===== src/rtl/ring_pkg.sv =====
// Package: shared types and constants of the command ring parser.
// Assumes 32-bit ring words and at most six captured argument words.
package ring_pkg;
    localparam int WORD = 32;
    localparam int ARGS = 6;
    localparam int HDR_PROD = 2;
    localparam int HDR_CONS = 3;

    typedef enum logic [3:0] {
        ST_IDLE, ST_CFG_RD, ST_CFG_CAP, ST_CFG_EVAL,
        ST_PROD_RD, ST_PROD_CAP, ST_OP_RD, ST_OP_CAP,
        ST_ARG_RD, ST_ARG_CAP, ST_POST, ST_SKIP, ST_WB, ST_HALT
    } pstate_e;

    typedef enum logic [2:0] {
        K_NONE, K_UPDATE, K_FILL, K_COPY, K_CURSOR, K_ALPHA_CUR, K_GLYPH
    } kind_e;
endpackage


===== src/rtl/ring_op_decode.sv =====
// Opcode decoder: maps an opcode word to its kind, number of captured
// argument words and fixed number of further words to skip.
// Assumes the caller treats known == 0 as an unrecognised opcode.
module ring_op_decode
    import ring_pkg::*;
(
    input  logic [WORD-1:0] op,
    output logic            known,
    output kind_e           kind,
    output logic [2:0]      nargs,
    output logic [3:0]      fskip
);
    // Purpose: table lookup of the opcode properties.
    always_comb begin
        known = 1'b1;
        kind  = K_NONE;
        nargs = 3'd0;
        fskip = 4'd0;
        case (op)
            32'd0:         ;
            32'd1, 32'd25: begin kind = K_UPDATE;    nargs = 3'd4; end
            32'd2:         begin kind = K_FILL;      nargs = 3'd5; end
            32'd3:         begin kind = K_COPY;      nargs = 3'd6; end
            32'd13:        fskip = 4'd6;
            32'd14:        fskip = 4'd7;
            32'd28:        fskip = 4'd12;
            32'd19:        begin kind = K_CURSOR;    nargs = 3'd6; end
            32'd22:        begin kind = K_ALPHA_CUR; nargs = 3'd5; end
            32'd24:        begin kind = K_GLYPH;     nargs = 3'd1; end
            default:       known = 1'b0;
        endcase
    end
endmodule


===== src/rtl/ring_hdr_check.sv =====
// Header validator: decides whether the four header words describe a
// usable ring. Purely combinational; the caller registers the result.
module ring_hdr_check #(
    parameter int RING_BYTES = 65536,
    parameter int HDR_BYTES  = 16,
    parameter int MIN_SPAN   = 10240
) (
    input  logic [31:0] floor_off,
    input  logic [31:0] ceil_off,
    input  logic [31:0] prod_off,
    input  logic [31:0] cons_off,
    output logic        ok
);
    logic [32:0] need_ceil;
    logic        aligned;

    // Purpose: alignment, placement and span rules in one expression.
    always_comb begin
        need_ceil = {1'b0, floor_off} + 33'(MIN_SPAN);
        aligned   = ((floor_off | ceil_off | prod_off | cons_off) & 32'd3) == 32'd0;
        ok = aligned
            && (floor_off >= 32'(HDR_BYTES))
            && ({1'b0, ceil_off} <= 33'(RING_BYTES))
            && ({1'b0, ceil_off} >= need_ceil);
    end
endmodule


===== src/rtl/ring_ptr_step.sv =====
// Consumer step: advances a byte offset by one word, wrapping to the
// floor when the result reaches or passes the ceiling.
module ring_ptr_step (
    input  logic [31:0] cur,
    input  logic [31:0] floor_off,
    input  logic [31:0] ceil_off,
    output logic [31:0] nxt
);
    logic [32:0] sum;

    // Purpose: add four bytes and wrap.
    always_comb begin
        sum = {1'b0, cur} + 33'd4;
        nxt = (sum >= {1'b0, ceil_off}) ? floor_off : sum[31:0];
    end
endmodule


===== src/rtl/ring_skip_calc.sv =====
// Payload length: computes the variable number of words that follow the
// captured arguments of the cursor, alpha cursor and glyph commands.
// Assumes the dimensions fit in DIM_W bits; higher bits are ignored.
module ring_skip_calc
    import ring_pkg::*;
#(
    parameter int DIM_W = 12,
    parameter int SKW   = 36
) (
    input  kind_e                      kind,
    input  logic [ARGS-1:0][WORD-1:0]  args,
    output logic [SKW-1:0]             dyn
);
    logic [DIM_W-1:0] w, h, bpp;
    logic [SKW-1:0]   mask_cols, img_bits, mask_w, img_w;

    // Purpose: derive mask, image, alpha and glyph payload sizes.
    always_comb begin
        w         = args[3][DIM_W-1:0];
        h         = args[4][DIM_W-1:0];
        bpp       = args[5][DIM_W-1:0];
        mask_cols = (SKW'(w) + SKW'(31)) >> 5;
        img_bits  = SKW'(w) * SKW'(bpp) + SKW'(31);
        mask_w    = mask_cols * SKW'(h);
        img_w     = (img_bits >> 5) * SKW'(h);
        case (kind)
            K_CURSOR:    dyn = mask_w + img_w;
            K_ALPHA_CUR: dyn = SKW'(w) * SKW'(h);
            K_GLYPH:     dyn = SKW'(args[0] >> 2) + SKW'(7);
            default:     dyn = '0;
        endcase
    end
endmodule


===== src/rtl/ring_cmd_parser.sv =====
// Command ring parser top: loads and validates the ring header, then on
// sync drains commands between the consumer and producer offsets. It
// dispatches fill, copy and update commands, skips the other known
// commands and halts on an unknown opcode. Assumes a memory with
// one-cycle read latency that is not written by the host during a drain
// except at the producer word.
module ring_cmd_parser
    import ring_pkg::*;
#(
    parameter int RING_BYTES = 65536,
    parameter int HDR_BYTES  = 16,
    parameter int MIN_SPAN   = 10240,
    parameter int DIM_W      = 12,
    localparam int AW        = $clog2(RING_BYTES / 4)
) (
    input  logic                      clk,
    input  logic                      rst_n,
    input  logic                      enable,
    input  logic                      cfg_done,
    input  logic                      sync,
    input  logic                      blit_busy,
    output logic                      mem_rd,
    output logic                      mem_wr,
    output logic [AW-1:0]             mem_addr,
    output logic [WORD-1:0]           mem_wdata,
    input  logic [WORD-1:0]           mem_rdata,
    output logic                      fill_vld,
    output logic                      copy_vld,
    output logic                      redraw_vld,
    output logic [ARGS-1:0][WORD-1:0] cmd_args,
    output logic                      err_flag
);
    localparam int SKW = (3 * DIM_W > 33) ? 3 * DIM_W : 34;

    pstate_e                   state_q;
    logic                      cfg_q, pend_q, ok_q, err_q;
    logic [1:0]                hidx_q;
    logic [3:0][WORD-1:0]      hdr_q;
    logic [WORD-1:0]           floor_q, ceil_q, cons_q;
    kind_e                     kind_q;
    logic [2:0]                need_q, argc_q;
    logic [3:0]                fskip_q;
    logic [ARGS-1:0][WORD-1:0] args_q;
    logic [SKW-1:0]            skip_q;
    logic                      fill_q, copy_q, upd_q;

    logic            cfg_rise, ring_on, hdr_ok, dec_known;
    kind_e           dec_kind;
    logic [2:0]      dec_nargs;
    logic [3:0]      dec_fskip;
    logic [WORD-1:0] cons_nxt;
    logic [SKW-1:0]  dyn_skip, tot_skip;

    ring_op_decode i_dec (
        .op(mem_rdata), .known(dec_known), .kind(dec_kind),
        .nargs(dec_nargs), .fskip(dec_fskip)
    );

    ring_hdr_check #(.RING_BYTES(RING_BYTES), .HDR_BYTES(HDR_BYTES),
                     .MIN_SPAN(MIN_SPAN)) i_hdr (
        .floor_off(hdr_q[0]), .ceil_off(hdr_q[1]),
        .prod_off(hdr_q[2]), .cons_off(hdr_q[3]), .ok(hdr_ok)
    );

    ring_ptr_step i_step (
        .cur(cons_q), .floor_off(floor_q), .ceil_off(ceil_q), .nxt(cons_nxt)
    );

    ring_skip_calc #(.DIM_W(DIM_W), .SKW(SKW)) i_skip (
        .kind(kind_q), .args(args_q), .dyn(dyn_skip)
    );

    // Purpose: edge detect, ring readiness and total skip length.
    always_comb begin
        cfg_rise = cfg_done & ~cfg_q;
        ring_on  = enable & cfg_done & ok_q;
        tot_skip = dyn_skip + SKW'(fskip_q);
    end

    // Purpose: memory strobes and address per state.
    always_comb begin
        mem_rd    = 1'b0;
        mem_wr    = 1'b0;
        mem_addr  = '0;
        mem_wdata = cons_q;
        case (state_q)
            ST_CFG_RD:  begin mem_rd = 1'b1; mem_addr = AW'(hidx_q); end
            ST_PROD_RD: begin mem_rd = 1'b1; mem_addr = AW'(HDR_PROD); end
            ST_OP_RD,
            ST_ARG_RD:  begin mem_rd = 1'b1; mem_addr = cons_q[AW+1:2]; end
            ST_WB:      begin mem_wr = 1'b1; mem_addr = AW'(HDR_CONS); end
            default:    ;
        endcase
    end

    // Purpose: parser sequencer, header capture and dispatch pulses.
    always_ff @(posedge clk) begin
        if (!rst_n) begin
            state_q <= ST_IDLE;
            cfg_q   <= 1'b0;
            pend_q  <= 1'b0;
            ok_q    <= 1'b0;
            err_q   <= 1'b0;
            hidx_q  <= '0;
            hdr_q   <= '0;
            floor_q <= '0;
            ceil_q  <= '0;
            cons_q  <= '0;
            kind_q  <= K_NONE;
            need_q  <= '0;
            argc_q  <= '0;
            fskip_q <= '0;
            args_q  <= '0;
            skip_q  <= '0;
            fill_q  <= 1'b0;
            copy_q  <= 1'b0;
            upd_q   <= 1'b0;
        end else begin
            cfg_q  <= cfg_done;
            fill_q <= 1'b0;
            copy_q <= 1'b0;
            upd_q  <= 1'b0;
            if (sync) pend_q <= 1'b1;
            if (cfg_rise && (state_q == ST_IDLE || state_q == ST_HALT)) begin
                state_q <= ST_CFG_RD;
                hidx_q  <= '0;
                err_q   <= 1'b0;
                ok_q    <= 1'b0;
            end else begin
                case (state_q)
                    ST_IDLE: begin
                        if (pend_q && ring_on) state_q <= ST_PROD_RD;
                        else if (pend_q)       pend_q  <= sync;
                    end
                    ST_CFG_RD:  state_q <= ST_CFG_CAP;
                    ST_CFG_CAP: begin
                        hdr_q[hidx_q] <= mem_rdata;
                        hidx_q        <= hidx_q + 2'd1;
                        state_q       <= (hidx_q == 2'd3) ? ST_CFG_EVAL : ST_CFG_RD;
                    end
                    ST_CFG_EVAL: begin
                        ok_q    <= hdr_ok;
                        floor_q <= hdr_q[0];
                        ceil_q  <= hdr_q[1];
                        cons_q  <= hdr_q[3];
                        state_q <= ST_IDLE;
                    end
                    ST_PROD_RD: state_q <= ST_PROD_CAP;
                    ST_PROD_CAP: begin
                        if (mem_rdata == cons_q || !ring_on) begin
                            state_q <= ST_IDLE;
                            pend_q  <= sync;
                        end else begin
                            state_q <= ST_OP_RD;
                        end
                    end
                    ST_OP_RD: state_q <= ST_OP_CAP;
                    ST_OP_CAP: begin
                        if (!dec_known) begin
                            state_q <= ST_HALT;
                            err_q   <= 1'b1;
                        end else begin
                            cons_q  <= cons_nxt;
                            kind_q  <= dec_kind;
                            need_q  <= dec_nargs;
                            fskip_q <= dec_fskip;
                            argc_q  <= '0;
                            state_q <= (dec_nargs == 3'd0) ? ST_POST : ST_ARG_RD;
                        end
                    end
                    ST_ARG_RD: state_q <= ST_ARG_CAP;
                    ST_ARG_CAP: begin
                        args_q[argc_q] <= mem_rdata;
                        cons_q         <= cons_nxt;
                        argc_q         <= argc_q + 3'd1;
                        state_q        <= (argc_q + 3'd1 == need_q) ? ST_POST : ST_ARG_RD;
                    end
                    ST_POST: begin
                        case (kind_q)
                            K_FILL, K_COPY: begin
                                if (!blit_busy) begin
                                    fill_q  <= (kind_q == K_FILL);
                                    copy_q  <= (kind_q == K_COPY);
                                    state_q <= ST_WB;
                                end
                            end
                            K_UPDATE: begin
                                upd_q   <= 1'b1;
                                state_q <= ST_WB;
                            end
                            default: begin
                                skip_q  <= tot_skip;
                                state_q <= (tot_skip == '0) ? ST_WB : ST_SKIP;
                            end
                        endcase
                    end
                    ST_SKIP: begin
                        cons_q <= cons_nxt;
                        skip_q <= skip_q - SKW'(1);
                        if (skip_q == SKW'(1)) state_q <= ST_WB;
                    end
                    ST_WB:   state_q <= ST_PROD_RD;
                    ST_HALT: ;
                    default: state_q <= ST_IDLE;
                endcase
            end
        end
    end

    assign fill_vld   = fill_q;
    assign copy_vld   = copy_q;
    assign redraw_vld = upd_q;
    assign cmd_args   = args_q;
    assign err_flag   = err_q;
endmodule


===== config.mk =====
export PLATFORM = sky130hd
export DESIGN_NAME = ring_cmd_parser
export DESIGN_NICKNAME = d
export VERILOG_FILES = /design/src/rtl/ring_pkg.sv /design/src/rtl/ring_op_decode.sv /design/src/rtl/ring_hdr_check.sv /design/src/rtl/ring_ptr_step.sv /design/src/rtl/ring_skip_calc.sv /design/src/rtl/ring_cmd_parser.sv
export SDC_FILE = /design/constraint.sdc
export NUM_CORES = 2
export LEC_CHECK = 0
export BUFFER_PORTS_ARGS = -buffer_cell sky130_fd_sc_hd__buf_2
export CELL_PAD_IN_SITES_DETAIL_PLACEMENT = 1
export CELL_PAD_IN_SITES_GLOBAL_PLACEMENT = 2
export CORE_UTILIZATION = 30
export CTS_CLUSTER_DIAMETER = 50
export DETAILED_ROUTE_END_ITERATION = 8
export PLACE_DENSITY = 0.66
export SLEW_MARGIN = 20
export SYNTH_ARGS = -nofsm -noshare
export SYNTH_HDL_FRONTEND = slang
export SYNTH_SLANG_ARGS = --single-unit

===== constraint.sdc =====
create_clock -name clk -period 17.09 [get_ports clk]
set_input_delay 0.8545 -clock clk [delete_from_list [all_inputs] [get_ports clk]]
set_output_delay 0.8545 -clock clk [all_outputs]
set_load 0.05 [all_outputs]

==> impl_metrics.json <==
{
  "dp_slack_ns": 1.70,
  "hold_violations": 0,
  "outcome": "finished, final reports clean",
  "path_class": "flop to flop",
  "fmax_ghz": 0.0650,
  "post_drt_via_cell_ratio": 5.08,
  "setup_ws_ns": 1.71,
  "cts_setup_buffers": 0,
  "grt_max_degree": 208,
  "gp_congestion": 0.862,
  "pin_count": 282,
  "wl_per_cell_um": 23.4,
  "h-tree-depth": 3,
  "post-dp-hpwl_mm": 136,
  "rows": 143,
  "dieArea_um2": 155000,
  "cp_max_fo": 27,
  "synth_edf_count": 0,
  "yosys_warnings": 0,
  "drtIter0Drc": 2244,
  "hold_class": "primary input to flop",
  "area_growth_pct": 13.6,
  "max_stage_delay_ns": 0.98,
  "cts-root-buf": "clkbuf_16",
  "ir_drop_mv": 0.0791,
  "endpoint_kind": "flop",
  "port_buffers": 281,
  "timing.rr.end": "state_q[0]",
  "num_vias": 39900,
  "timing.hold.ws_ns": 0.406,
  "r2r_start": "cmd_args[97]",
  "synth_top_area_cell": "fa_1",
  "synthFlopType": "dfxtp_1",
  "setup_violations": 0,
  "synth_cell_types": 88,
  "setup_tns_ns": 0,
  "syn-cell-area_um2": 46000,
  "ys_ff_latch": 448,
  "startpoint_type": "flop",
  "r2r_slack_ns": 1.71,
  "synth_nets": 6537,
  "cts-hold-fix-buffers": 0,
  "power.leakage_nw": 21.6,
  "die_x_um": 393,
  "clock-skew-final_ns": 0.0577,
  "min_period_ns": 15.38,
  "synthTopCellsByCount": "nand2_1, inv_1, fa_1, dfxtp_1, and2_1",
  "grt-ovfl-total": 0,
  "synth.most_common_cell": "nand2_1",
  "synth_area_leaders": "fa_1, dfxtp_1, ha_1",
  "dpl.cell_count": 7697,
  "post-route-period-util": 0.900,
  "arrival_ns": 15.91,
  "finalNonFillerCells": 7850,
  "cp.required_ns": 17.62,
  "clk_pin_slew_worst_paths_ns": 0.06,
  "cap_violations": 0,
  "grt_pass1_wl_mm": 281,
  "ys_seq_area_frac": 0.195,
  "drtAntennaViolNets": 0,
  "slowest_stage": "dfxtp_1",
  "tightest_slew_ns": 1.11,
  "synth_cells": 5664,
  "tritoncts": "done",
  "slew_violations": 0,
  "relSlewSlack": 0.257,
  "worst_r2r_path_depth": 44,
  "rsz0062_at_grt": "false",
  "clock_sinks": 448,
  "power.density_nw_per_um2": 62.1,
  "initial_utilization": 0.302,
  "drive_gt1_frac": 0.100,
  "clk_path_buf_depth": 3,
  "core-area_um2": 152000,
  "grt_pass1_vias": 42800,
  "yosys.area.top_type_share": 0.208,
  "drc_errors": 0,
  "worstSkewPairLatency_ns": 0.69,
  "crit_end": "state_q[0]",
  "numCtsBuffers": 81,
  "finalPower_mw": 3.25,
  "die_y_um": 393,
  "cp-startpoint": "cmd_args[97]",
  "nNetsFinal": 6624,
  "cts_resized": 0,
  "grt_util_all_layers": 0.238,
  "dr.pass1.iters": 5,
  "antenna_found_initial": 16,
  "wl_mm": 183,
  "syn_area_per_cell_um2": 8.12,
  "async_flop_share": 0,
  "crit_top_cell": "fa_1"
}
how the worst min path moves through the flow:
stage | start | to | slack [ns] | cells past startpoint
after floorplan | floor_q[0] | floor_q[0] | 0.44 | 2
after detailed placement | cmd_args[157] | cmd_args[157] | 0.46 | 2
after global placement | cmd_args[119] | cmd_args[119] | 0.45 | 2
after CTS | sync | pend_q | 0.35 | 2
after global routing | sync | pend_q | 0.38 | 2
final | sync | pend_q | 0.41 | 2
power by group:
part / internal, mW / total (mW) / switching, mW
registers: 1.06 / 1.10 / 0.0372
logic: 0.145 / 0.440 / 0.295
clock network: 1.05 / 1.71 / 0.659
state kept, by name, indices dropped and copies added (netlist names), 2 cells and up:
register / cells
ceil_q: 32
hdr_q: 98
hidx_q: 2
fskip_q: 4
kind_q: 3
mem_wdata: 32
need_q: 3
skip_q: 36
cmd_args: 192
argc_q: 3
state_q: 4
floor_q: 32
per-stage QoR:
step	utilization	cell area, um2
3_3_place_gp	0.325	49400
6_report	0.344	52200
4_1_cts	0.343	52200
2_1_floorplan	-	46000
5_1_grt	0.344	52200
3_5_place_dp	0.325	49400
per-layer routing:
metal	wire [um]	up-vias	global-route usage	part of all wire
met4	4870	2	0.0630	0.027
met1	82400	20400	0.312	0.45
li1	-	18600	-	-
met3	7940	199	0.0359	0.043
met5	13	-	0	0.000071
met2	88200	696	0.406	0.48
worst max-delay path: cells and delay by family, from the launching register on:
| family | cells | cell delay, ns |
|---|---|---|
| buf+inv | 4 | 0.20 |
| fa+ha+maj | 13 | 5.99 |
| compound gates | 17 | 4.15 |
| simple gates | 9 | 3.13 |
| flops | 1 | 0.98 |
| xor+xnor | 1 | 0.76 |
layout make-up:
| class | count | area, um2 |
|---|---|---|
| Timing Repair Buffer | 380 | 2170 |
| Antenna cell | 2 | 5.00 |
| Fill cell | 18100 | 99800 |
| Multi-Input combinational cell | 4258 | 33500 |
| Clock buffer | 97 | 2130 |
| Inverter | 582 | 2180 |
| Tap cell | 2030 | 2540 |
| Clock inverter | 53 | 721 |
| Sequential cell | 448 | 8970 |
cells by family (layout without fill, tap and decap cells):
| group | Yosys count | after routing | share of synthesized area |
|---|---|---|---|
| AND/OR/NAND/NOR | 2197 | 2197 | 0.231 |
| multiplexers | 41 | 41 | 0.00895 |
| other | 0 | 2 | 0 |
| adder cells (fa/ha/maj) | 835 | 835 | 0.305 |
| AO/OA/AOI/OAI | 998 | 998 | 0.146 |
| buffers and inverters | 958 | 1112 | 0.0783 |
| flip-flops | 448 | 448 | 0.195 |
| XOR/XNOR | 187 | 187 | 0.0356 |
cell usage in the layout (no fill, tap or decap), drive strengths merged, types with 98 or more instances in the layout:
cell type | synthesis | final
and2 | 414 | 414
dfxtp | 448 | 448
o21ai | 169 | 169
ha | 358 | 358
nor2 | 198 | 198
a21oi | 205 | 205
a21boi | 362 | 362
nand2 | 1043 | 1043
clkbuf | 359 | 98
buf | 17 | 379
fa | 477 | 477
inv | 582 | 592
nor2b | 106 | 106
No activity file was read; power rests on OpenSTA's default activity.
